File: config.mk
export PLATFORM = sky130hd
export DESIGN_NAME = fault_bit_ram
export DESIGN_NICKNAME = d
export VERILOG_FILES = /design/src/rtl/fbram_pkg.sv /design/src/rtl/fbram_lfsr.sv /design/src/rtl/fbram_cfg.sv /design/src/rtl/fbram_fault.sv /design/src/rtl/fault_bit_ram.sv
export SDC_FILE = /design/constraint.sdc
export NUM_CORES = 1
export LEC_CHECK = 0
export ABC_AREA = 1
export CAP_MARGIN = 20
export CORE_MARGIN = 4
export CORE_UTILIZATION = 44
export CTS_BUF_LIST = sky130_fd_sc_hd__clkbuf_4
export DETAILED_ROUTE_END_ITERATION = 10
export DONT_BUFFER_PORTS = 1
export PLACE_DENSITY = 0.61
export SLEW_MARGIN = 10
export SYNTH_ARGS = -nofsm -noshare
export SYNTH_HDL_FRONTEND = slang
export SYNTH_SLANG_ARGS = --single-unit
File: constraint.sdc
create_clock -name clk -period 2.95 [get_ports clk]
set_input_delay 0.295 -clock clk [delete_from_list [all_inputs] [get_ports clk]]
set_output_delay 0.295 -clock clk [all_outputs]
set_load 0.1 [all_outputs]
File: src/rtl/fbram_pkg.sv
package fbram_pkg;
  localparam logic [3:0] K_NONE  = 4'd0;
  localparam logic [3:0] K_STUCK = 4'd1;
  localparam logic [3:0] K_TRANS = 4'd2;
  localparam logic [3:0] K_INV   = 4'd3;
  localparam logic [3:0] K_IDEM  = 4'd4;
  localparam logic [3:0] K_DYN   = 4'd5;
  localparam logic [3:0] K_STATE = 4'd6;
  localparam logic [3:0] K_AND   = 4'd7;
  localparam logic [3:0] K_OR    = 4'd8;
  localparam logic [3:0] K_ALIAS = 4'd9;

  typedef struct packed {
    logic [3:0] kind;
    logic       pol;
    logic       val;
  } fault_mode_t;
endpackage

File: src/rtl/fbram_lfsr.sv
module fbram_lfsr #(
  parameter int          WIDTH = 16,
  parameter logic [15:0] SEED  = 16'hACE1,
  parameter logic [15:0] TAPS  = 16'hB400
) (
  input  logic clk,
  input  logic rst_n,
  output logic rnd_bit
);
  logic [WIDTH-1:0] state_q;

  always_ff @(posedge clk) begin
    if (!rst_n) state_q <= SEED[WIDTH-1:0];
    else if (state_q[0]) state_q <= (state_q >> 1) ^ TAPS[WIDTH-1:0];
    else state_q <= state_q >> 1;
  end

  assign rnd_bit = state_q[0];


  lfsr_live_chk: assert property (@(posedge clk) disable iff (!rst_n)
    state_q != '0);
endmodule

File: src/rtl/fbram_cfg.sv
module fbram_cfg
  import fbram_pkg::*;
#(
  parameter int AW = 6
) (
  input  logic          clk,
  input  logic          rst_n,
  input  logic          cfg_we,
  input  logic          busy,
  input  logic [3:0]    cfg_kind,
  input  logic [AW-1:0] cfg_victim,
  input  logic [AW-1:0] cfg_aggr,
  input  logic          cfg_pol,
  input  logic          cfg_val,
  output fault_mode_t   mode,
  output logic [AW-1:0] victim,
  output logic [AW-1:0] aggr
);
  fault_mode_t   mode_q;
  logic [AW-1:0] victim_q, aggr_q;
  logic          load;

  assign load = cfg_we && !busy;

  always_ff @(posedge clk) begin
    if (!rst_n) begin
      mode_q   <= '{kind: K_NONE, pol: 1'b0, val: 1'b0};
      victim_q <= '0;
      aggr_q   <= '0;
    end else if (load) begin
      mode_q   <= '{kind: cfg_kind, pol: cfg_pol, val: cfg_val};
      victim_q <= cfg_victim;
      aggr_q   <= cfg_aggr;
    end
  end

  assign mode   = mode_q;
  assign victim = victim_q;
  assign aggr   = aggr_q;


  cfg_hold_chk: assert property (@(posedge clk) disable iff (!rst_n)
    busy |=> ($stable(mode_q) && $stable(victim_q) && $stable(aggr_q)));
endmodule

File: src/rtl/fbram_fault.sv
module fbram_fault
  import fbram_pkg::*;
#(
  parameter int DEPTH = 64,
  parameter int AW    = $clog2(DEPTH)
) (
  input  logic             fire,
  input  logic             we,
  input  logic [AW-1:0]    addr,
  input  logic             wdata,
  input  fault_mode_t      mode,
  input  logic [AW-1:0]    victim,
  input  logic [AW-1:0]    aggr,
  input  logic [DEPTH-1:0] cells,
  input  logic             rnd_bit,
  output logic             wr_en,
  output logic [AW-1:0]    wr_idx,
  output logic             wr_bit,
  output logic             vic_en,
  output logic             vic_bit,
  output logic             rd_bit
);
  logic          hit_v, hit_a;
  logic [AW-1:0] phys;
  logic          cur, cur_v, cur_a;
  logic          aggr_edge, victim_blocked, dyn_data;

  assign hit_v = (addr == victim);
  assign hit_a = (addr == aggr);

  always_comb begin
    phys = addr;
    if (mode.kind == K_ALIAS) begin
      if (hit_v)      phys = aggr;
      else if (hit_a) phys = victim;
    end
  end

  assign cur   = cells[phys];
  assign cur_v = cells[victim];
  assign cur_a = cells[aggr];

  // write on the aggressor that moves it in the selected direction
  assign aggr_edge      = we && hit_a && (mode.pol ? (cur_a && !wdata) : (!cur_a && wdata));
  assign victim_blocked = mode.pol ? (cur_v && !wdata) : (!cur_v && wdata);
  assign dyn_data       = we ? wdata : cur_a;

  always_comb begin
    wr_en   = fire && we;
    wr_idx  = phys;
    wr_bit  = wdata;
    vic_en  = 1'b0;
    vic_bit = 1'b0;
    rd_bit  = cur;
    case (mode.kind)
      K_STUCK: if (hit_v) begin
        wr_en  = 1'b0;
        rd_bit = mode.val;
      end
      K_TRANS: if (hit_v && we && victim_blocked) wr_en = 1'b0;
      K_INV: if (fire && aggr_edge) begin
        vic_en  = 1'b1;
        vic_bit = !cur_v;
      end
      K_IDEM: if (fire && aggr_edge) begin
        vic_en  = 1'b1;
        vic_bit = mode.val;
      end
      K_DYN: if (fire && hit_a && (dyn_data == mode.pol)) begin
        vic_en  = 1'b1;
        vic_bit = mode.val;
      end
      K_STATE: if (hit_v && (cur_a == mode.pol)) rd_bit = mode.val;
      K_AND:   if (hit_v || hit_a) rd_bit = cur_v & cur_a;
      K_OR:    if (hit_v || hit_a) rd_bit = cur_v | cur_a;
      K_ALIAS: if (hit_v) rd_bit = rnd_bit;
      default: ;
    endcase
  end
endmodule

File: src/rtl/fault_bit_ram.sv
module fault_bit_ram
  import fbram_pkg::*;
#(
  parameter int          DEPTH     = 64,
  parameter logic [15:0] LFSR_SEED = 16'hACE1,
  localparam int         AW        = $clog2(DEPTH)
) (
  input  logic          clk,
  input  logic          rst_n,
  input  logic          req_valid,
  output logic          req_ready,
  input  logic          req_we,
  input  logic [AW-1:0] req_addr,
  input  logic          req_wdata,
  output logic          rsp_valid,
  output logic          rsp_data,
  input  logic          cfg_we,
  input  logic [3:0]    cfg_kind,
  input  logic [AW-1:0] cfg_victim,
  input  logic [AW-1:0] cfg_aggr,
  input  logic          cfg_pol,
  input  logic          cfg_val
);
  logic [DEPTH-1:0] cells;
  fault_mode_t      mode;
  logic [AW-1:0]    victim, aggr;
  logic             rnd_bit, fire;
  logic             wr_en, wr_bit, vic_en, vic_bit, rd_bit;
  logic [AW-1:0]    wr_idx;

  assign req_ready = 1'b1;
  assign fire      = req_valid && req_ready;

  fbram_lfsr #(.WIDTH(16), .SEED(LFSR_SEED), .TAPS(16'hB400)) u_lfsr (
    .clk(clk), .rst_n(rst_n), .rnd_bit(rnd_bit)
  );

  fbram_cfg #(.AW(AW)) u_cfg (
    .clk(clk), .rst_n(rst_n), .cfg_we(cfg_we), .busy(req_valid),
    .cfg_kind(cfg_kind), .cfg_victim(cfg_victim), .cfg_aggr(cfg_aggr),
    .cfg_pol(cfg_pol), .cfg_val(cfg_val),
    .mode(mode), .victim(victim), .aggr(aggr)
  );

  fbram_fault #(.DEPTH(DEPTH), .AW(AW)) u_fault (
    .fire(fire), .we(req_we), .addr(req_addr), .wdata(req_wdata),
    .mode(mode), .victim(victim), .aggr(aggr), .cells(cells),
    .rnd_bit(rnd_bit),
    .wr_en(wr_en), .wr_idx(wr_idx), .wr_bit(wr_bit),
    .vic_en(vic_en), .vic_bit(vic_bit), .rd_bit(rd_bit)
  );

  always_ff @(posedge clk) begin
    if (!rst_n) begin
      cells <= '0;
    end else begin
      if (wr_en)  cells[wr_idx] <= wr_bit;
      if (vic_en) cells[victim] <= vic_bit;
    end
  end

  always_ff @(posedge clk) begin
    if (!rst_n) begin
      rsp_valid <= 1'b0;
      rsp_data  <= 1'b0;
    end else begin
      rsp_valid <= fire && !req_we;
      if (fire && !req_we) rsp_data <= rd_bit;
    end
  end


  rd_rsp_chk: assert property (@(posedge clk) disable iff (!rst_n)
    (req_valid && !req_we) |=> rsp_valid);

  no_rsp_chk: assert property (@(posedge clk) disable iff (!rst_n)
    !(req_valid && !req_we) |=> !rsp_valid);

  stuck_read_chk: assert property (@(posedge clk) disable iff (!rst_n)
    (req_valid && !req_we && mode.kind == K_STUCK && req_addr == victim)
      |=> (rsp_data == $past(mode.val)));

  trans_block_chk: assert property (@(posedge clk) disable iff (!rst_n)
    (req_valid && req_we && mode.kind == K_TRANS && !mode.pol &&
     req_addr == victim && !cells[victim]) |=> !cells[$past(victim)]);

  clean_write_chk: assert property (@(posedge clk) disable iff (!rst_n)
    (req_valid && req_we && mode.kind == K_NONE)
      |=> (cells[$past(req_addr)] == $past(req_wdata)));

  alias_write_chk: assert property (@(posedge clk) disable iff (!rst_n)
    (req_valid && req_we && mode.kind == K_ALIAS && req_addr == victim)
      |=> (cells[$past(aggr)] == $past(req_wdata)));
endmodule

; Word level (Yosys, flattened, before mapping)
; Cells that the tools add are included.
; W data, S select, Z words.
[totals]
latch_bits = 0
in_bits = 30
mem_bits_rw = 0
register_bits = 100
n_memories = 0
rom_bits = 0
output_inout_bits = 3
[op_classes]
n_reduce_logical = 24
mux = 38
bitwise_logic = 3
shift = 0
mul = 0
eq_ne = 13
magnitude_cmp = 5
n_div = 0
addsub = 0
[op_table]
columns = operator, n
row1 = $mux W64, 3
row2 = $bwmux W64, 2
row3 = $lt A6 B7 Y1 const B, 3
row4 = $mux W1, 20
row5 = $bmux W1 S6, 3
row6 = $mux W6, 3
row7 = $logic_and A1 B1 Y1, 17
row8 = $eq A4 B3 Y1 const B, 4
row9 = $mux W16, 1
row10 = $demux W1 S6, 2
row11 = $eq A6 B6 Y1, 2
row12 = $ge A6 B1 Y1 const B, 2
row13 = $eq A4 B2 Y1 const B, 2
row14 = $eq A4 B4 Y1 const B, 2
row15 = $logic_not A1 Y1, 5
row16 = $pmux W1 S5, 1
row17 = $eq A4 B1 Y1 const B, 1
row18 = $not A3 Y4, 1
row19 = $pmux W1 S2, 2
row20 = $pmux W1 S3, 1
row21 = $eq A1 B1 Y1, 2
row22 = $reduce_or A2 Y1, 1
row23 = $and A1 B1 Y1, 1
row24 = $logic_or A1 B1 Y1, 1
row25 = $or A1 B1 Y1, 1

; Logic depth before layout (Yosys ltp)
; Gate-level depths: netlist of run 1.
[depth]
depth_word = 13
mapped_depth = 27

; Modules after synthesis
; Synthesis of run 1 repeated with hierarchy kept, for this count alone.
[hier_totals]
hier_cells = 1515
hier_area_um2 = 8420.6
[by_module_without_submodules]
columns = mod, instances, seq_area_each_um2, cells_per_inst, area_per_inst_um2
row1 = fault_bit_ram, 1, 1321.3, 792, 4414.2
row2 = fbram_fault, 1, 0.0, 550, 2635.0
row3 = fbram_cfg, 1, 360.3, 117, 859.6
row4 = fbram_lfsr, 1, 320.3, 56, 511.7

; Least setup slack after synthesis of run 1
; OpenSTA, ideal clock, no wires.
[synth_path]
path_kind = register to register
startpoint = register u_cfg.aggr_q[1], in the netlist u_cfg.aggr[1]
endpoint = register cells[63]
stages_incl_launch_ff = 19
slack_ns = 0.501
period_less_slack_ns = 2.449
arrival_time_ns = 2.334
path_buffers = 2
required_time_ns = 2.835
setup_ns = 0.115
path_cell_list = dfxtp_1 > buf_4 > clkbuf_1 > o21ai_0 > o21ai_0 > nor2_1 > o21ai_1 > nand3_1 > nand2_2 > o21ai_1 > or2_1 > nand3_1 > o21ai_1 > inv_2 > nor2_4 > nand2_1 > o211ai_1 > inv_2 > nor2_1
[synth_between]
elab_chain_cells = 13
[synth_lines]
columns = element, line_no
row1 = start: declaration, fbram_cfg.sv:20  ; logic [AW-1:0] victim_q, aggr_q;
row2 = start signal: assignment, fbram_cfg.sv:33  ; aggr_q <= cfg_aggr;
row3 = $eq A6 B6 Y1, fbram_fault.sv:29  ; assign hit_a = (addr == aggr);
row4 = $mux W6, fbram_fault.sv:35  ; else if (hit_a) phys = victim;
row5 = $mux W6, fbram_fault.sv:34  ; if (hit_v) phys = aggr;
row6 = $mux W6, fbram_fault.sv:33  ; if (mode.kind == K_ALIAS) begin
row7 = $lt A6 B7 Y1 (implied by the code) or $ge A6 B1 Y1 (tied branches), fault_bit_ram.sv:57  ; if (wr_en) cells[wr_idx] <= wr_bit;
row8 = $logic_and A1 B1 Y1 (implied by the code), fault_bit_ram.sv:57
row9 = $mux W1 (implied by the code), fault_bit_ram.sv:57
row10 = $demux W1 S6, fault_bit_ram.sv:57
row11 = $bwmux W64, fault_bit_ram.sv:57
row12 = $mux W64, fault_bit_ram.sv:57
row13 = $mux W64, fault_bit_ram.sv:54  ; if (!rst_n) begin
row14 = $bwmux W64, fault_bit_ram.sv:58  ; if (vic_en) cells[victim] <= vic_bit;
row15 = $mux W64 *, fault_bit_ram.sv:58
row16 = end signal: indexed assignment, fault_bit_ram.sv:57
row17 = end signal: indexed assignment, fault_bit_ram.sv:58
row18 = end: declaration, fault_bit_ram.sv:24  ; logic [DEPTH-1:0] cells;
; Every way passes the cells marked *; elsewhere a longest branch is shown, timed or not. The select of a mux whose other input is x is not followed.
; A chain may end at the register's enable or synchronous reset.

; Final worst setup path of run 1
[layout_path]
startpoint = register u_cfg.aggr_q[0], in the netlist u_cfg.aggr[0]
endpoint = register cells[15]
; The elaborated chain is that of the path after synthesis.

==> results of run 1 <==
## registers in the layout, indices dropped and copies added, names as in the netlist
signal          cells
cells              64
u_lfsr.state_q     16
u_cfg.aggr          6
u_cfg.mode          6
u_cfg.victim        6
rsp_data            1
rsp_valid           1
## critical path: stages, from the launching register on
cell,delay (ns)
sky130_fd_sc_hd__dfxtp_4,0.41
sky130_fd_sc_hd__buf_12,0.15
sky130_fd_sc_hd__buf_4,0.13
sky130_fd_sc_hd__o21ai_0,0.07
sky130_fd_sc_hd__o21ai_0,0.28
sky130_fd_sc_hd__nor2_1,0.09
sky130_fd_sc_hd__o21ai_1,0.15
sky130_fd_sc_hd__nand3_1,0.10
sky130_fd_sc_hd__nand2_2,0.11
sky130_fd_sc_hd__inv_1,0.06
sky130_fd_sc_hd__nand2_1,0.08
sky130_fd_sc_hd__o211ai_1,0.13
sky130_fd_sc_hd__o21ai_2,0.15
sky130_fd_sc_hd__bufinv_8,0.25
sky130_fd_sc_hd__nor2_4,0.24
sky130_fd_sc_hd__buf_6,0.15
sky130_fd_sc_hd__nand2_1,0.06
sky130_fd_sc_hd__o21ai_0,0.15
sky130_fd_sc_hd__nor2_1,0.06
## final timing paths
path         cells after the start                      endpoint                    startpoint  slack [ns]
max                             18          cells[15]$_SDFF_PN0_    u_cfg.aggr[0]$_SDFFE_PN0P_        0.05
min                              2    u_cfg.mode[1]$_SDFFE_PN0P_                       cfg_pol        0.02
max reg2reg                     18          cells[15]$_SDFF_PN0_    u_cfg.aggr[0]$_SDFFE_PN0P_        0.05
min reg2reg                      2  u_lfsr.state_q[3]$_SDFF_PN0_  u_lfsr.state_q[4]$_SDFF_PN0_        0.43
## cells by family (layout without fill, tap and decap cells)
| logic type | Yosys count | count (layout) | synth area share [%] |
|---|---|---|---|
| other | 1 | 4 | 0.0486 |
| flip-flops | 100 | 100 | 25.9 |
| AND/OR/NAND/NOR | 661 | 664 | 37.2 |
| XOR/XNOR | 1 | 1 | 0.114 |
| buffers and inverters | 240 | 337 | 12.8 |
| AO/OA/AOI/OAI | 313 | 313 | 23.8 |
## metrics by stage
step           total power [W]  TNS (ns)  worst slack (ns)  instance area [sq um]
2_1_floorplan          0.00186         0             0.501                   7720
3_3_place_gp           0.00209         0           0.00485                   8570
3_5_place_dp           0.00209         0           0.00508                   8570
4_1_cts                0.00288         0           0.00128                   8900
5_1_grt                0.00310     -2.80            -0.114                   9640
6_report               0.00297         0            0.0523                   9640
## routing by layer
| layer | vias up | global-route usage [%] | wire, um | part of all wire [%] |
|---|---|---|---|---|
| met3 | 88 | 4.06 | 3070 | 9.8 |
| met2 | 517 | 45.1 | 13600 | 44 |
| li1 | 4507 | - | - | - |
| met4 | 0 | 9.64 | 1140 | 3.7 |
| met1 | 4241 | 42.2 | 13400 | 43 |
| met5 | - | 0 | 0 | 0 |
## repair_timing
item | CTS | global route
endpoints found under the setup margin | 2 | 65
hold buffers | 16 | 0
pin swaps | 1 | 48
setup buffers | 2 | 16
gates cloned | 0 | 12
hold endpoints to repair | 91 | 0
gates resized for setup | 1 | 100
## final cells by class
cell class | instances | area [sq um]
Antenna cell | 3 | 7.51
Clock buffer | 9 | 67.6
Clock inverter | 7 | 67.6
Fill cell | 1719 | 7600
Inverter | 178 | 689
Multi-Input combinational cell | 979 | 5020
Sequential cell | 100 | 2020
Tap cell | 225 | 282
Timing Repair Buffer | 143 | 1480
## synth_stat cells, types with 2 or more instances
master / n / share of area [%]
sky130_fd_sc_hd__a21oi_1: 56 / 3.6
sky130_fd_sc_hd__a22oi_1: 3 / 0.29
sky130_fd_sc_hd__buf_2: 19 / 1.2
sky130_fd_sc_hd__buf_4: 7 / 0.68
sky130_fd_sc_hd__buf_6: 5 / 0.73
sky130_fd_sc_hd__clkbuf_1: 31 / 1.5
sky130_fd_sc_hd__dfxtp_1: 100 / 26
sky130_fd_sc_hd__inv_1: 158 / 7.7
sky130_fd_sc_hd__inv_2: 20 / 0.97
sky130_fd_sc_hd__nand2_1: 383 / 19
sky130_fd_sc_hd__nand2_2: 4 / 0.32
sky130_fd_sc_hd__nand2_4: 2 / 0.29
sky130_fd_sc_hd__nand3_1: 110 / 7.1
sky130_fd_sc_hd__nand3_2: 6 / 0.78
sky130_fd_sc_hd__nand3b_1: 2 / 0.19
sky130_fd_sc_hd__nor2_1: 107 / 5.2
sky130_fd_sc_hd__nor2_2: 13 / 1.1
sky130_fd_sc_hd__nor2_4: 10 / 1.5
sky130_fd_sc_hd__nor3_1: 12 / 0.78
sky130_fd_sc_hd__nor3_2: 2 / 0.26
sky130_fd_sc_hd__o211ai_1: 66 / 6.4
sky130_fd_sc_hd__o21a_1: 3 / 0.29
sky130_fd_sc_hd__o21ai_0: 124 / 8.0
sky130_fd_sc_hd__o21ai_1: 29 / 1.9
sky130_fd_sc_hd__o221ai_1: 3 / 0.34
sky130_fd_sc_hd__o22ai_1: 18 / 1.5
sky130_fd_sc_hd__o31ai_1: 2 / 0.19
sky130_fd_sc_hd__o41ai_1: 2 / 0.23
sky130_fd_sc_hd__or2_2: 6 / 0.49
## report_power, final
part | total [W] | leakage [nW] | switching (W) | internal [W]
registers | 0.00143 | 0.818 | 0.0000403 | 0.00139
logic | 0.000782 | 2.93 | 0.000488 | 0.000293
clock network | 0.000765 | 0.0760 | 0.000569 | 0.000196
==> flow_summary.html, run 1 <==
<table>
<tr><th>Metric</th><th>Value</th></tr>
<tr><th colspan="2">STA</th></tr>
<tr><td>Final critical path time including I/O delays and setup</td><td>2.90 ns</td></tr>
<tr><td>Unrepaired setup endpoints after global routing</td><td>yes</td></tr>
<tr><td>Slew Viols, Final</td><td>0</td></tr>
<tr><td>Final number of hold-violating endpoints</td><td>0</td></tr>
<tr><td>Worst slew margin relative to its limit</td><td>35.0%</td></tr>
<tr><td>Final setup viols</td><td>0</td></tr>
<tr><td>Max Freq</td><td>345 MHz</td></tr>
<tr><td>Slew at the pin closest to its max-slew limit</td><td>0.973 ns</td></tr>
<tr><td>Period utilization</td><td>between 90 and 100%</td></tr>
<tr><td>Smallest hold slack</td><td>about 0.016 ns</td></tr>
<tr><td>Setup Skew</td><td>0.0203 ns</td></tr>
<tr><th colspan="2">Setup path</th></tr>
<tr><td>WP data arrival</td><td>3.33 ns</td></tr>
<tr><td>Critical Path RT</td><td>approximately 3.4 ns</td></tr>
<tr><td>Biggest fanout along the worst timing path</td><td>8</td></tr>
<tr><td>Endpoint type of the worst setup path</td><td>register</td></tr>
<tr><td>Sort of element at the start of the critical path</td><td>register</td></tr>
<tr><td>Start-to-end type of the worst setup path</td><td>register to register</td></tr>
<tr><th colspan="2">Clock network</th></tr>
<tr><td>Num CTS Buffers</td><td>9</td></tr>
<tr><td>Insertion delay of the later-clocked pin in the worst-skew pair</td><td>0.52 ns</td></tr>
<tr><td>CTS sink cnt</td><td>100</td></tr>
<tr><td>Total number of H-tree levels</td><td>3</td></tr>
<tr><td>Cell at the root of the clock tree</td><td>sky130_fd_sc_hd__clkbuf_4</td></tr>
<tr><td>Buffers from clock root to sink, at most</td><td>2</td></tr>
<tr><td>Clock-pin slew of the registers on the worst-case setup and hold paths</td><td>0.18 ns</td></tr>
<tr><td>TritonCTS clock tree</td><td>built</td></tr>
<tr><th colspan="2">Layout</th></tr>
<tr><td>Top library cells by usage in the layout, fill and taps aside</td><td>363 x sky130_fd_sc_hd__nand2_1, 156 x sky130_fd_sc_hd__inv_1, 113 x sky130_fd_sc_hd__o21ai_0</td></tr>
<tr><td>Area growth from synthesis to final layout</td><td>24.9%</td></tr>
<tr><td>Fraction of layout instances using a drive strength above 1</td><td>19.3%</td></tr>
<tr><td>Fin util</td><td>55.9%</td></tr>
<tr><td>Final #Nets</td><td>between 1k and 1.5k</td></tr>
<tr><td>Leading cell type in the layout, fill and taps excluded</td><td>sky130_fd_sc_hd__nand2_1</td></tr>
<tr><td>Post-route insts no fill</td><td>around 1.6k</td></tr>
<tr><th colspan="2">Placed design</th></tr>
<tr><td>Quantity of I/O buffers inserted on ports</td><td>0</td></tr>
<tr><td>Cell count after placement</td><td>1,579</td></tr>
<tr><td>Hpwl dp</td><td>between 20,000 and 25,000 um</td></tr>
<tr><td>RePlAce Congestion</td><td>between 0.9 and 1</td></tr>
<tr><th colspan="2">Job</th></tr>
<tr><td>Max-capacitance violation count</td><td>0</td></tr>
<tr><th colspan="2">Detailed routing</th></tr>
<tr><td>Average wire per standard cell</td><td>19.0 um</td></tr>
<tr><td>Drc violations</td><td>0</td></tr>
<tr><td>Violation count after the first detailed-route iteration</td><td>1,270</td></tr>
<tr><td>DRT Wirelength</td><td>31,200 um</td></tr>
<tr><td>Remaining antenna violation count</td><td>0</td></tr>
<tr><td>Total vias in the final route</td><td>9,353</td></tr>
<tr><td>Detail-routed via count per cell</td><td>around 5.7</td></tr>
<tr><td>DRT Pass-1 Iters</td><td>7</td></tr>
<tr><th colspan="2">Run status</th></tr>
<tr><td>Status</td><td>complete, no violations</td></tr>
<tr><th colspan="2">Pwr</th></tr>
<tr><td>PD cells</td><td>308 nW/um^2</td></tr>
<tr><td>P_leak</td><td>3.83 nW</td></tr>
<tr><td>Worst supply voltage drop on vdd</td><td>0.227 mV</td></tr>
<tr><th colspan="2">Synthesis</th></tr>
<tr><td>Sequential area share after synthesis</td><td>25.9%</td></tr>
<tr><td>Proportion of register bits with asynchronous set or reset after synthesis</td><td>0%</td></tr>
<tr><td>Number of distinct library cells after synthesis</td><td>42</td></tr>
<tr><td>Mean instance size in the synthesized netlist</td><td>between 5 and 6 sq um</td></tr>
<tr><td>Post-synth design cell area</td><td>7720 sq um</td></tr>
<tr><td>Syn Inst Count</td><td>1,316</td></tr>
<tr><td>Post-synth EDFFs</td><td>0</td></tr>
<tr><td>#FFs+latches synth</td><td>100</td></tr>
<tr><td>Synth warn</td><td>0</td></tr>
<tr><td>Syn Nets</td><td>between 1k and 1.5k</td></tr>
<tr><td>Main synth FF type</td><td>sky130_fd_sc_hd__dfxtp_1</td></tr>
<tr><th colspan="2">GRT</th></tr>
<tr><td>Total gr overflow</td><td>0</td></tr>
<tr><td>Pin count of the biggest net entering global routing</td><td>91</td></tr>
<tr><td>GR Util All Layers</td><td>29.3%</td></tr>
<tr><td>Vias in the first global route</td><td>approximately 8.0k</td></tr>
<tr><td>Number of antenna violations at the first check in global routing</td><td>1</td></tr>
<tr><td>Wire length of the first global-routing pass</td><td>45,500 um</td></tr>
<tr><th colspan="2">Die</th></tr>
<tr><td>Total Die Area</td><td>19,700 sq um</td></tr>
<tr><td>Die height</td><td>between 100 and 150 um</td></tr>
<tr><td>CORE AREA</td><td>17,200 sq um</td></tr>
<tr><td>Initial Utilization</td><td>44.8%</td></tr>
<tr><td># IOs</td><td>33</td></tr>
<tr><td>FP Rows</td><td>48</td></tr>
<tr><td>Width of the die</td><td>140 um</td></tr>
<tr><th colspan="2">Worst hold path</th></tr>
<tr><td>Type of the tightest min-delay check</td><td>input port to register</td></tr>
</table>
Power figures use the tool's default switching activity.
==> run 2, diff against run 1 <==
--- a/config.mk
+++ b/config.mk
@@ -13,6 +13,7 @@
 export DETAILED_ROUTE_END_ITERATION = 10
 export DONT_BUFFER_PORTS = 1
 export PLACE_DENSITY = 0.61
+export SETUP_SLACK_MARGIN = 0.2
 export SLEW_MARGIN = 10
 export SYNTH_ARGS = -nofsm -noshare
 export SYNTH_HDL_FRONTEND = slang
==> flow_summary.html, run 2 (synthesis gave the netlist of run 1 again) <==
<table>
<tr><th>Metric</th><th>Value</th></tr>
<tr><th colspan="2">Run status</th></tr>
<tr><td>Status</td><td>finished with violations (was complete, no violations)</td></tr>
<tr><td>Violations in the final reports</td><td>negative hold slack, negative setup slack</td></tr>
<tr><th colspan="2">STA</th></tr>
<tr><td>Unrepaired setup endpoints after global routing</td><td>yes (unchanged)</td></tr>
<tr><td>Worst Setup Slack, final</td><td>-0.0522 ns (was 0.0523 ns)</td></tr>
<tr><td>Setup total negative slack</td><td>-0.0522 ns (was 0 ns)</td></tr>
<tr><td>Final setup viols</td><td>1 (was 0)</td></tr>
<tr><td>Slew at the pin closest to its max-slew limit</td><td>1.01 ns (was 0.973 ns)</td></tr>
<tr><td>Slew Viols, Final</td><td>0 (unchanged)</td></tr>
<tr><td>Setup Skew</td><td>0.0147 ns (was 0.0203 ns)</td></tr>
<tr><td>Final critical path time including I/O delays and setup</td><td>3.00 ns (was 2.90 ns)</td></tr>
<tr><td>Worst slew margin relative to its limit</td><td>32.3% (was 35.0%)</td></tr>
<tr><td>Final number of hold-violating endpoints</td><td>22 (was 0)</td></tr>
<tr><td>Period utilization</td><td>102% (was 98.2%)</td></tr>
<tr><td>Smallest hold slack</td><td>-0.0695 ns (was 0.0158 ns)</td></tr>
<tr><td>Max Freq</td><td>333 MHz (was 345 MHz)</td></tr>
<tr><th colspan="2">Pwr</th></tr>
<tr><td>Portion of total power attributed to sequential cells</td><td>45.9% (was 48.0%)</td></tr>
<tr><td>Relative contribution of the clock network to total power</td><td>24.9% (was 25.7%)</td></tr>
<tr><td>Sw Ratio</td><td>37.5% (was 36.9%)</td></tr>
<tr><td>NetSw</td><td>0.00117 W (was 0.00110 W)</td></tr>
<tr><td>P_leak</td><td>4.63 nW (was 3.83 nW)</td></tr>
<tr><td>PD cells</td><td>285 nW/um^2 (was 308 nW/um^2)</td></tr>
<tr><td>Worst supply voltage drop on vdd</td><td>0.241 mV (was 0.227 mV)</td></tr>
<tr><td>Logic gate share of total power</td><td>29.2% (was 26.3%)</td></tr>
<tr><td>Power Internal</td><td>0.00195 W (was 0.00188 W)</td></tr>
<tr><td>PnR Total Power</td><td>0.00311 W (was 0.00297 W)</td></tr>
<tr><th colspan="2">Detailed routing</th></tr>
<tr><td>DRT Pass-1 Iters</td><td>6 (was 7)</td></tr>
<tr><td>Total vias in the final route</td><td>9,970 (was 9,353)</td></tr>
<tr><td>Violation count after the first detailed-route iteration</td><td>1,343 (was 1,270)</td></tr>
<tr><td>Remaining antenna violation count</td><td>0 (unchanged)</td></tr>
<tr><td>Drc violations</td><td>0 (unchanged)</td></tr>
<tr><td>Detail-routed via count per cell</td><td>5.91 (was 5.69)</td></tr>
<tr><td>DRT Wirelength</td><td>35,100 um (was 31,200 um)</td></tr>
<tr><td>Average wire per standard cell</td><td>20.8 um (was 19.0 um)</td></tr>
<tr><th colspan="2">Layout</th></tr>
<tr><td>Largest registers</td><td>cells: 64 flops, u_lfsr.state_q: 16 flops (unchanged)</td></tr>
<tr><td>Number of fill cells</td><td>1,572 (was 1,719)</td></tr>
<tr><td>Leading cell type in the layout, fill and taps excluded</td><td>sky130_fd_sc_hd__nand2_1 (unchanged)</td></tr>
<tr><td>Area occupied by multi-input gates</td><td>5660 sq um (was 5020 sq um)</td></tr>
<tr><td>Post-route insts no fill</td><td>1,688 (was 1,644)</td></tr>
<tr><td>Fraction of layout instances using a drive strength above 1</td><td>28.5% (was 19.3%)</td></tr>
<tr><td>Number of flip-flops under the largest register name</td><td>64 (unchanged)</td></tr>
<tr><td>Largest reg by FF count</td><td>cells (unchanged)</td></tr>
<tr><td>Area growth from synthesis to final layout</td><td>41.7% (was 24.9%)</td></tr>
<tr><td>Register area</td><td>2020 sq um (about the same)</td></tr>
<tr><td>Top library cells by usage in the layout, fill and taps aside</td><td>300 x sky130_fd_sc_hd__nand2_1, 154 x sky130_fd_sc_hd__inv_1, 97 x sky130_fd_sc_hd__nor2_1 (was 363 x sky130_fd_sc_hd__nand2_1, 156 x sky130_fd_sc_hd__inv_1, 113 x sky130_fd_sc_hd__o21ai_0)</td></tr>
<tr><td>Final #Nets</td><td>1,487 (was 1,441)</td></tr>
<tr><th colspan="2">GRT</th></tr>
<tr><td>Vias in the first global route</td><td>8,136 (was 7,977)</td></tr>
<tr><td>Total gr overflow</td><td>0 (unchanged)</td></tr>
<tr><td>GR Util All Layers</td><td>29.8% (was 29.3%)</td></tr>
<tr><td>Number of antenna violations at the first check in global routing</td><td>1 (unchanged)</td></tr>
<tr><td>Wire length of the first global-routing pass</td><td>46,300 um (was 45,500 um)</td></tr>
<tr><td>Pin count of the biggest net entering global routing</td><td>92 (was 91)</td></tr>
<tr><th colspan="2">Clock network</th></tr>
<tr><td>TritonCTS clock tree</td><td>built (unchanged)</td></tr>
<tr><td>Number of hold-repair buffers added at the cts stage</td><td>29 (was 16)</td></tr>
<tr><td>Insertion delay of the later-clocked pin in the worst-skew pair</td><td>0.53 ns (was 0.52 ns)</td></tr>
<tr><td>Buffers from clock root to sink, at most</td><td>2 (unchanged)</td></tr>
<tr><td>CTS sink cnt</td><td>100 (unchanged)</td></tr>
<tr><td>Total number of H-tree levels</td><td>3 (unchanged)</td></tr>
<tr><td>Num CTS Buffers</td><td>9 (unchanged)</td></tr>
<tr><td>Cell at the root of the clock tree</td><td>sky130_fd_sc_hd__clkbuf_4 (unchanged)</td></tr>
<tr><td>Clock-pin slew of the registers on the worst-case setup and hold paths</td><td>0.18 ns (about the same)</td></tr>
<tr><th colspan="2">Setup path</th></tr>
<tr><td>WP data arrival</td><td>3.42 ns (was 3.33 ns)</td></tr>
<tr><td>Biggest fanout along the worst timing path</td><td>16 (was 8)</td></tr>
<tr><td>Worst path top cell family by delay</td><td>simple AND/OR/NAND/NOR gates (was compound AO/OA/AOI/OAI gates)</td></tr>
<tr><td>Crit path max-delay cell type</td><td>sky130_fd_sc_hd__dfxtp_4 (unchanged)</td></tr>
<tr><td>Sort of element at the start of the critical path</td><td>register (unchanged)</td></tr>
<tr><td>Start-to-end type of the worst setup path</td><td>register to register (unchanged)</td></tr>
<tr><td>Crit-path max cell delay</td><td>0.39 ns (was 0.41 ns)</td></tr>
<tr><td>Endpoint type of the worst setup path</td><td>register (unchanged)</td></tr>
<tr><td>Sequence of cells on the critical path</td><td>buf_12, clkbuf_16, o21ai_1, nand3_1, nand2_2, a21oi_2, o21ai_1, nand3_1, nand2_2, inv_1, nand2_1, o211ai_1, o21ai_2, bufinv_8, nor2_4, nand2_1, o21ai_1, nor2_1 (was buf_12, buf_4, o21ai_0, o21ai_0, nor2_1, o21ai_1, nand3_1, nand2_2, inv_1, nand2_1, o211ai_1, o21ai_2, bufinv_8, nor2_4, buf_6, nand2_1, o21ai_0, nor2_1)</td></tr>
<tr><td>Worst path bufs/invs</td><td>4 (was 5)</td></tr>
<tr><td>Most frequent cell on the critical path</td><td>sky130_fd_sc_hd__o21ai_1 (was sky130_fd_sc_hd__o21ai_0)</td></tr>
<tr><td>Critical Path RT</td><td>3.37 ns (was 3.38 ns)</td></tr>
<tr><th colspan="2">Placed design</th></tr>
<tr><td>Quantity of I/O buffers inserted on ports</td><td>0 (unchanged)</td></tr>
<tr><td>Cell count after placement</td><td>1,579 (unchanged)</td></tr>
<tr><td>RePlAce Congestion</td><td>0.979 (unchanged)</td></tr>
<tr><td>Hpwl dp</td><td>21,100 um (unchanged)</td></tr>
<tr><th colspan="2">Die</th></tr>
<tr><td># IOs</td><td>33 (unchanged)</td></tr>
<tr><td>Die height</td><td>140 um (unchanged)</td></tr>
<tr><td>Total Die Area</td><td>19,700 sq um (unchanged)</td></tr>
<tr><td>Width of the die</td><td>140 um (unchanged)</td></tr>
<tr><td>Initial Utilization</td><td>44.8% (unchanged)</td></tr>
<tr><td>CORE AREA</td><td>17,200 sq um (unchanged)</td></tr>
<tr><td>FP Rows</td><td>48 (unchanged)</td></tr>
<tr><th colspan="2">Worst hold path</th></tr>
<tr><td>Type of the tightest min-delay check</td><td>input port to register (unchanged)</td></tr>
<tr><th colspan="2">Job</th></tr>
<tr><td>Max-capacitance violation count</td><td>0 (unchanged)</td></tr>
</table>
run 2: changes by cell type in the layout (fill, tap and decap cells not counted), sizes merged:
| cell | previous run | this run |
|---|---|---|
| clkbuf | 19 | 24 |
| buf | 118 | 142 |
| inv | 180 | 181 |
| diode | 3 | 1 |
| nand2 | 392 | 394 |
| dlygate4sd3 | 15 | 29 |
run 2: worst register-to-register path: stages, from the launching register on:
cell                        delay [ns]
sky130_fd_sc_hd__dfxtp_4          0.39
sky130_fd_sc_hd__buf_12           0.15
sky130_fd_sc_hd__clkbuf_16        0.18
sky130_fd_sc_hd__o21ai_1          0.16
sky130_fd_sc_hd__nand3_1          0.14
sky130_fd_sc_hd__nand2_2          0.12
sky130_fd_sc_hd__a21oi_2          0.06
sky130_fd_sc_hd__o21ai_1          0.08
sky130_fd_sc_hd__nand3_1          0.10
sky130_fd_sc_hd__nand2_2          0.11
sky130_fd_sc_hd__inv_1            0.06
sky130_fd_sc_hd__nand2_1          0.07
sky130_fd_sc_hd__o211ai_1         0.14
sky130_fd_sc_hd__o21ai_2          0.16
sky130_fd_sc_hd__bufinv_8         0.24
sky130_fd_sc_hd__nor2_4           0.26
sky130_fd_sc_hd__nand2_1          0.14
sky130_fd_sc_hd__o21ai_1          0.23
sky130_fd_sc_hd__nor2_1           0.12
run 2: timing repair:
item / CTS / global route
setup endpoints to repair: 65 / 65
gates cloned: 3 / 26
pin swaps: 13 / 113
endpoints found under the hold margin: 91 / 63
setup buffers: 8 / 26
gates resized for setup: 50 / 290
run 2: worst paths after layout:
check	slack, ns	startpoint	to	cells past startpoint
max reg2reg	-0.05	u_cfg.aggr[0]$_SDFFE_PN0P_	cells[6]$_SDFF_PN0_	18
min reg2reg	0.44	u_lfsr.state_q[7]$_SDFF_PN1_	u_lfsr.state_q[6]$_SDFF_PN1_	1
max	-0.05	u_cfg.aggr[0]$_SDFFE_PN0P_	cells[6]$_SDFF_PN0_	18
min	-0.07	rst_n	cells[26]$_SDFF_PN0_	2
run 2: area by class of cell:
type / count / area share [%]
timing repair buffer: 186 / 19.4
sequential: 100 / 18.5
inverter: 178 / 6.39
clock inverter: 7 / 0.618
antenna: 1 / 0.0229
timing repair inverter: 1 / 0.103
clock buffer: 9 / 0.618
tap: 225 / 2.57
multi-input combinational: 981 / 51.8
run 2: per-stage QoR:
step | instance area, sq um | utilization (%) | setup WS [ns]
6_report | 10900 | 63.5 | -0.0522
5_1_grt | 10900 | 63.5 | -0.195
4_1_cts | 9260 | 53.7 | 0.167
3_5_place_dp | 8570 | 49.7 | 0.00508
3_3_place_gp | 8570 | 49.7 | 0.00485
2_1_floorplan | 7720 | - | 0.501
run 2: power groups by stage:
stage	Sequential [W]	Clock [W]	Combinational (W)
after floorplan	0.00144	0	0.000422
after global placement	0.00145	0	0.000631
after detailed placement	0.00145	0	0.000633
after CTS	0.00143	0.000784	0.000691
after global routing	0.00143	0.000828	0.000960
final	0.00143	0.000774	0.000910
run 2: metal layers:
layer | routed length, um | track usage, % | up-vias
met2 | 15100 | 45.4 | 611
met1 | 14000 | 42.7 | 4590
met5 | 0 | 0 | -
li1 | - | - | 4616
met3 | 4180 | 4.23 | 153
met4 | 1820 | 11.0 | 0
==> run 3, diff against run 2 <==
--- a/config.mk
+++ b/config.mk
@@ -8,12 +8,13 @@
 export ABC_AREA = 1
 export CAP_MARGIN = 20
 export CORE_MARGIN = 4
-export CORE_UTILIZATION = 44
+export CORE_UTILIZATION = 40
 export CTS_BUF_LIST = sky130_fd_sc_hd__clkbuf_4
 export DETAILED_ROUTE_END_ITERATION = 10
 export DONT_BUFFER_PORTS = 1
-export PLACE_DENSITY = 0.61
+export PLACE_DENSITY = 0.56
 export SETUP_SLACK_MARGIN = 0.2
+export SKIP_LAST_GASP = 1
 export SLEW_MARGIN = 10
 export SYNTH_ARGS = -nofsm -noshare
 export SYNTH_HDL_FRONTEND = slang
==> flow_summary.html, run 3 (synthesis gave the netlist of run 1 again) <==
<table>
<tr><th>Metric</th><th>Value</th></tr>
<tr><th colspan="2">Clock network</th></tr>
<tr><td>Number of hold-repair buffers added at the cts stage</td><td>28 (was 29)</td></tr>
<tr><td>TritonCTS clock tree</td><td>built (unchanged)</td></tr>
<tr><td>Cell at the root of the clock tree</td><td>sky130_fd_sc_hd__clkbuf_4 (unchanged)</td></tr>
<tr><td>Num CTS Buffers</td><td>9 (unchanged)</td></tr>
<tr><td>Buffers from clock root to sink, at most</td><td>2 (unchanged)</td></tr>
<tr><td>Insertion delay of the later-clocked pin in the worst-skew pair</td><td>0.53 ns (about the same)</td></tr>
<tr><td>Clock-pin slew of the registers on the worst-case setup and hold paths</td><td>0.21 ns (was 0.18 ns)</td></tr>
<tr><td>CTS sink cnt</td><td>100 (unchanged)</td></tr>
<tr><td>Total number of H-tree levels</td><td>3 (unchanged)</td></tr>
<tr><th colspan="2">Placed design</th></tr>
<tr><td>RePlAce Congestion</td><td>0.997 (was 0.979)</td></tr>
<tr><td>Quantity of I/O buffers inserted on ports</td><td>0 (unchanged)</td></tr>
<tr><td>Hpwl dp</td><td>21,200 um (was 21,100 um)</td></tr>
<tr><th colspan="2">STA</th></tr>
<tr><td>Smallest hold slack</td><td>-0.0974 ns (was -0.0695 ns)</td></tr>
<tr><td>Worst slew margin relative to its limit</td><td>32.6% (was 32.3%)</td></tr>
<tr><td>Unrepaired setup endpoints after global routing</td><td>yes (unchanged)</td></tr>
<tr><td>Slew Viols, Final</td><td>0 (unchanged)</td></tr>
<tr><td>Period utilization</td><td>96.7% (was 102%)</td></tr>
<tr><td>Max Freq</td><td>350 MHz (was 333 MHz)</td></tr>
<tr><td>Slew at the pin closest to its max-slew limit</td><td>1.01 ns (about the same)</td></tr>
<tr><td>Setup total negative slack</td><td>0 ns (was -0.0522 ns)</td></tr>
<tr><td>Final critical path time including I/O delays and setup</td><td>2.85 ns (was 3.00 ns)</td></tr>
<tr><td>Final setup viols</td><td>0 (was 1)</td></tr>
<tr><td>Setup Skew</td><td>0.0185 ns (was 0.0147 ns)</td></tr>
<tr><td>Final number of hold-violating endpoints</td><td>46 (was 22)</td></tr>
<tr><th colspan="2">Die</th></tr>
<tr><td>CORE AREA</td><td>18,800 sq um (was 17,200 sq um)</td></tr>
<tr><td>Width of the die</td><td>147 um (was 140 um)</td></tr>
<tr><td># IOs</td><td>33 (unchanged)</td></tr>
<tr><td>Initial Utilization</td><td>41.0% (was 44.8%)</td></tr>
<tr><td>FP Rows</td><td>50 (was 48)</td></tr>
<tr><td>Total Die Area</td><td>21,600 sq um (was 19,700 sq um)</td></tr>
<tr><td>Die height</td><td>147 um (was 140 um)</td></tr>
<tr><th colspan="2">GRT</th></tr>
<tr><td>Most crowded layer after global routing</td><td>met2 (unchanged)</td></tr>
<tr><td>Global-route met1 utilization</td><td>39.8% (was 42.7%)</td></tr>
<tr><td>Fraction of met2 tracks used by global routing</td><td>42.6% (was 45.4%)</td></tr>
<tr><td>Wire length of the first global-routing pass</td><td>47,400 um (was 46,300 um)</td></tr>
<tr><td>Pin count of the biggest net entering global routing</td><td>92 (unchanged)</td></tr>
<tr><td>Number of antenna violations at the first check in global routing</td><td>1 (unchanged)</td></tr>
<tr><td>Total gr overflow</td><td>0 (unchanged)</td></tr>
<tr><td>Grt met3 use</td><td>4.78% (was 4.23%)</td></tr>
<tr><td>Vias in the first global route</td><td>8,270 (was 8,136)</td></tr>
<tr><td>GR Util All Layers</td><td>27.8% (was 29.8%)</td></tr>
<tr><th colspan="2">Worst hold path</th></tr>
<tr><td>Worst Hold Launch</td><td>rst_n (unchanged)</td></tr>
<tr><td>Endpoint, Worst Hold</td><td>cells[57]$_SDFF_PN0_ (was cells[26]$_SDFF_PN0_)</td></tr>
<tr><td>Number of stages on the worst hold path</td><td>2 (unchanged)</td></tr>
<tr><td>Type of the tightest min-delay check</td><td>input port to register (unchanged)</td></tr>
<tr><th colspan="2">Detailed routing</th></tr>
<tr><td>Remaining antenna violation count</td><td>0 (unchanged)</td></tr>
<tr><td>DRT Wirelength</td><td>32,000 um (was 35,100 um)</td></tr>
<tr><td>DRT Pass-1 Iters</td><td>6 (unchanged)</td></tr>
<tr><td>Violation count after the first detailed-route iteration</td><td>1,004 (was 1,343)</td></tr>
<tr><td>Drc violations</td><td>0 (unchanged)</td></tr>
<tr><td>Average wire per standard cell</td><td>19.0 um (was 20.8 um)</td></tr>
<tr><td>Detail-routed via count per cell</td><td>5.49 (was 5.91)</td></tr>
<tr><td>Total vias in the final route</td><td>9,249 (was 9,970)</td></tr>
<tr><th colspan="2">Setup path</th></tr>
<tr><td>Reg-to-reg critical path endpoint</td><td>cells[48]$_SDFF_PN0_ (was cells[6]$_SDFF_PN0_)</td></tr>
<tr><td>Worst path bufs/invs</td><td>5 (was 4)</td></tr>
<tr><td>Start-to-end type of the worst setup path</td><td>register to register (unchanged)</td></tr>
<tr><td>Sequence of cells on the critical path</td><td>clkinv_8, nand3_4, buf_4, o22ai_1, nor3_1, o221ai_1, nand2_1, nand2_1, nor2_2, nand2_2, o21ai_2, inv_1, o22ai_4, buf_4, clkbuf_16, o21ai_0, nor2_1 (was buf_12, clkbuf_16, o21ai_1, nand3_1, nand2_2, a21oi_2, o21ai_1, nand3_1, nand2_2, inv_1, nand2_1, o211ai_1, o21ai_2, bufinv_8, nor2_4, nand2_1, o21ai_1, nor2_1)</td></tr>
<tr><td>Endpoint type of the worst setup path</td><td>register (unchanged)</td></tr>
<tr><td>Crit-path max cell delay</td><td>0.46 ns (was 0.39 ns)</td></tr>
<tr><td>WP data arrival</td><td>3.35 ns (was 3.42 ns)</td></tr>
<tr><td>Crit path max-delay cell type</td><td>sky130_fd_sc_hd__dfxtp_4 (unchanged)</td></tr>
<tr><td>Number of cells traversed by the worst register-to-register path</td><td>17 (was 18)</td></tr>
<tr><td>Biggest fanout along the worst timing path</td><td>15 (was 16)</td></tr>
<tr><td>R2R Setup Slk</td><td>0.1 ns (was -0.05 ns)</td></tr>
<tr><td>Critical Path RT</td><td>3.44 ns (was 3.37 ns)</td></tr>
<tr><td>Worst r2r src</td><td>u_cfg.victim[2]$_SDFFE_PN0P_ (was u_cfg.aggr[0]$_SDFFE_PN0P_)</td></tr>
<tr><td>Worst path top cell family by delay</td><td>simple AND/OR/NAND/NOR gates (unchanged)</td></tr>
<tr><td>Sort of element at the start of the critical path</td><td>register (unchanged)</td></tr>
<tr><th colspan="2">Layout</th></tr>
<tr><td>Final #Nets</td><td>1,449 (was 1,487)</td></tr>
<tr><td>Number of fill cells</td><td>1,934 (was 1,572)</td></tr>
<tr><td>Largest reg by FF count</td><td>cells (unchanged)</td></tr>
<tr><td>Area growth from synthesis to final layout</td><td>26.6% (was 41.7%)</td></tr>
<tr><td>Largest registers</td><td>cells: 64 flops, u_lfsr.state_q: 16 flops (unchanged)</td></tr>
<tr><td>Leading cell type in the layout, fill and taps excluded</td><td>sky130_fd_sc_hd__nand2_1 (unchanged)</td></tr>
<tr><td>Fraction of layout instances using a drive strength above 1</td><td>18.4% (was 28.5%)</td></tr>
<tr><td>Top library cells by usage in the layout, fill and taps aside</td><td>370 x sky130_fd_sc_hd__nand2_1, 155 x sky130_fd_sc_hd__inv_1, 103 x sky130_fd_sc_hd__nand3_1 (was 300 x sky130_fd_sc_hd__nand2_1, 154 x sky130_fd_sc_hd__inv_1, 97 x sky130_fd_sc_hd__nor2_1)</td></tr>
<tr><td>Number of flip-flops under the largest register name</td><td>64 (unchanged)</td></tr>
<tr><th colspan="2">Run status</th></tr>
<tr><td>Status</td><td>finished with violations (unchanged)</td></tr>
<tr><td>Violations in the final reports</td><td>negative hold slack (was negative hold slack, negative setup slack)</td></tr>
<tr><th colspan="2">Job</th></tr>
<tr><td>Max-capacitance violation count</td><td>0 (unchanged)</td></tr>
<tr><th colspan="2">Pwr</th></tr>
<tr><td>Worst supply voltage drop on vdd</td><td>0.206 mV (was 0.241 mV)</td></tr>
<tr><td>PnR Total Power</td><td>0.00303 W (was 0.00311 W)</td></tr>
<tr><td>P_leak</td><td>3.79 nW (was 4.63 nW)</td></tr>
<tr><td>PD cells</td><td>310 nW/um^2 (was 285 nW/um^2)</td></tr>
</table>
-- run 3: cell count changes in the layout (fill, tap and decap cells not counted), sizes merged --
cell,before,now
clkinv,4,5
clkbuf,24,13
inv,181,180
buf,142,121
dlygate4sd3,29,28
nand2,394,390
diode,1,2
bufinv,1,0
-- run 3: worst max path at each step --
stage / slack [ns] / cells past startpoint / to / start
after floorplan: 0.50 / 18 / cells[63]$_SDFF_PN0_ / u_cfg.aggr[1]$_SDFFE_PN0P_
final: 0.1 / 17 / cells[48]$_SDFF_PN0_ / u_cfg.victim[2]$_SDFFE_PN0P_
after global routing: -0.07 / 20 / cells[3]$_SDFF_PN0_ / u_cfg.aggr[0]$_SDFFE_PN0P_
after CTS: 0.20 / 25 / rsp_data$_SDFFE_PN0P_ / u_cfg.aggr[0]$_SDFFE_PN0P_
after detailed placement: -0.10 / 17 / cells[20]$_SDFF_PN0_ / u_cfg.victim[1]$_SDFFE_PN0P_
after global placement: -0.12 / 14 / cells[30]$_SDFF_PN0_ / u_cfg.victim[2]$_SDFFE_PN0P_
-- run 3: repair_timing --
| action | in CTS | in global routing |
|---|---|---|
| endpoints found under the setup margin | 65 | 65 |
| resized for setup | 33 | 111 |
| endpoints found under the hold margin | 90 | 64 |
| setup buffers | 14 | 15 |
| cloned | 2 | 8 |
| pin swaps | 7 | 21 |
-- run 3: layer usage --
metal / vias to the layer above / routed length, um
met5: - / 0
met3: 60 / 3200
li1: 4524 / -
met1: 4183 / 13900
met2: 482 / 14000
met4: 0 / 884
-- run 3: area by class of cell --
cell class	count	area (sq um)	share of cell area [%]
Timing Repair Buffer	153	1580	16.1
Multi-Input combinational cell	977	4980	51.0
Sequential cell	100	2020	20.7
Tap cell	260	325	3.33
Clock inverter	7	93.8	0.961
Antenna cell	2	5.00	0.0512
Clock buffer	9	67.6	0.692
Inverter	178	701	7.17
-- run 3: report_power, final --
| group | switching, W | internal [W] |
|---|---|---|
| logic | 0.000466 | 0.000289 |
| clock network | 0.000628 | 0.000218 |
| registers | 0.0000457 | 0.00139 |
-- run 3: metrics by stage --
| stage | utilization [%] | hold WS [ns] | cell area (sq um) | instances | worst slack [ns] |
|---|---|---|---|---|---|
| after floorplan | - | 0.390 | 7720 | 1316 | 0.501 |
| after global placement | 45.1 | 0.375 | 8500 | 1601 | -0.119 |
| after detailed placement | 45.1 | 0.378 | 8500 | 1601 | -0.104 |
| after CTS | 49.1 | -0.147 | 9250 | 1661 | 0.198 |
| after global routing | 51.9 | -0.139 | 9770 | 1685 | -0.0656 |
| final | 51.9 | -0.0974 | 9770 | 1686 | 0.0960 |
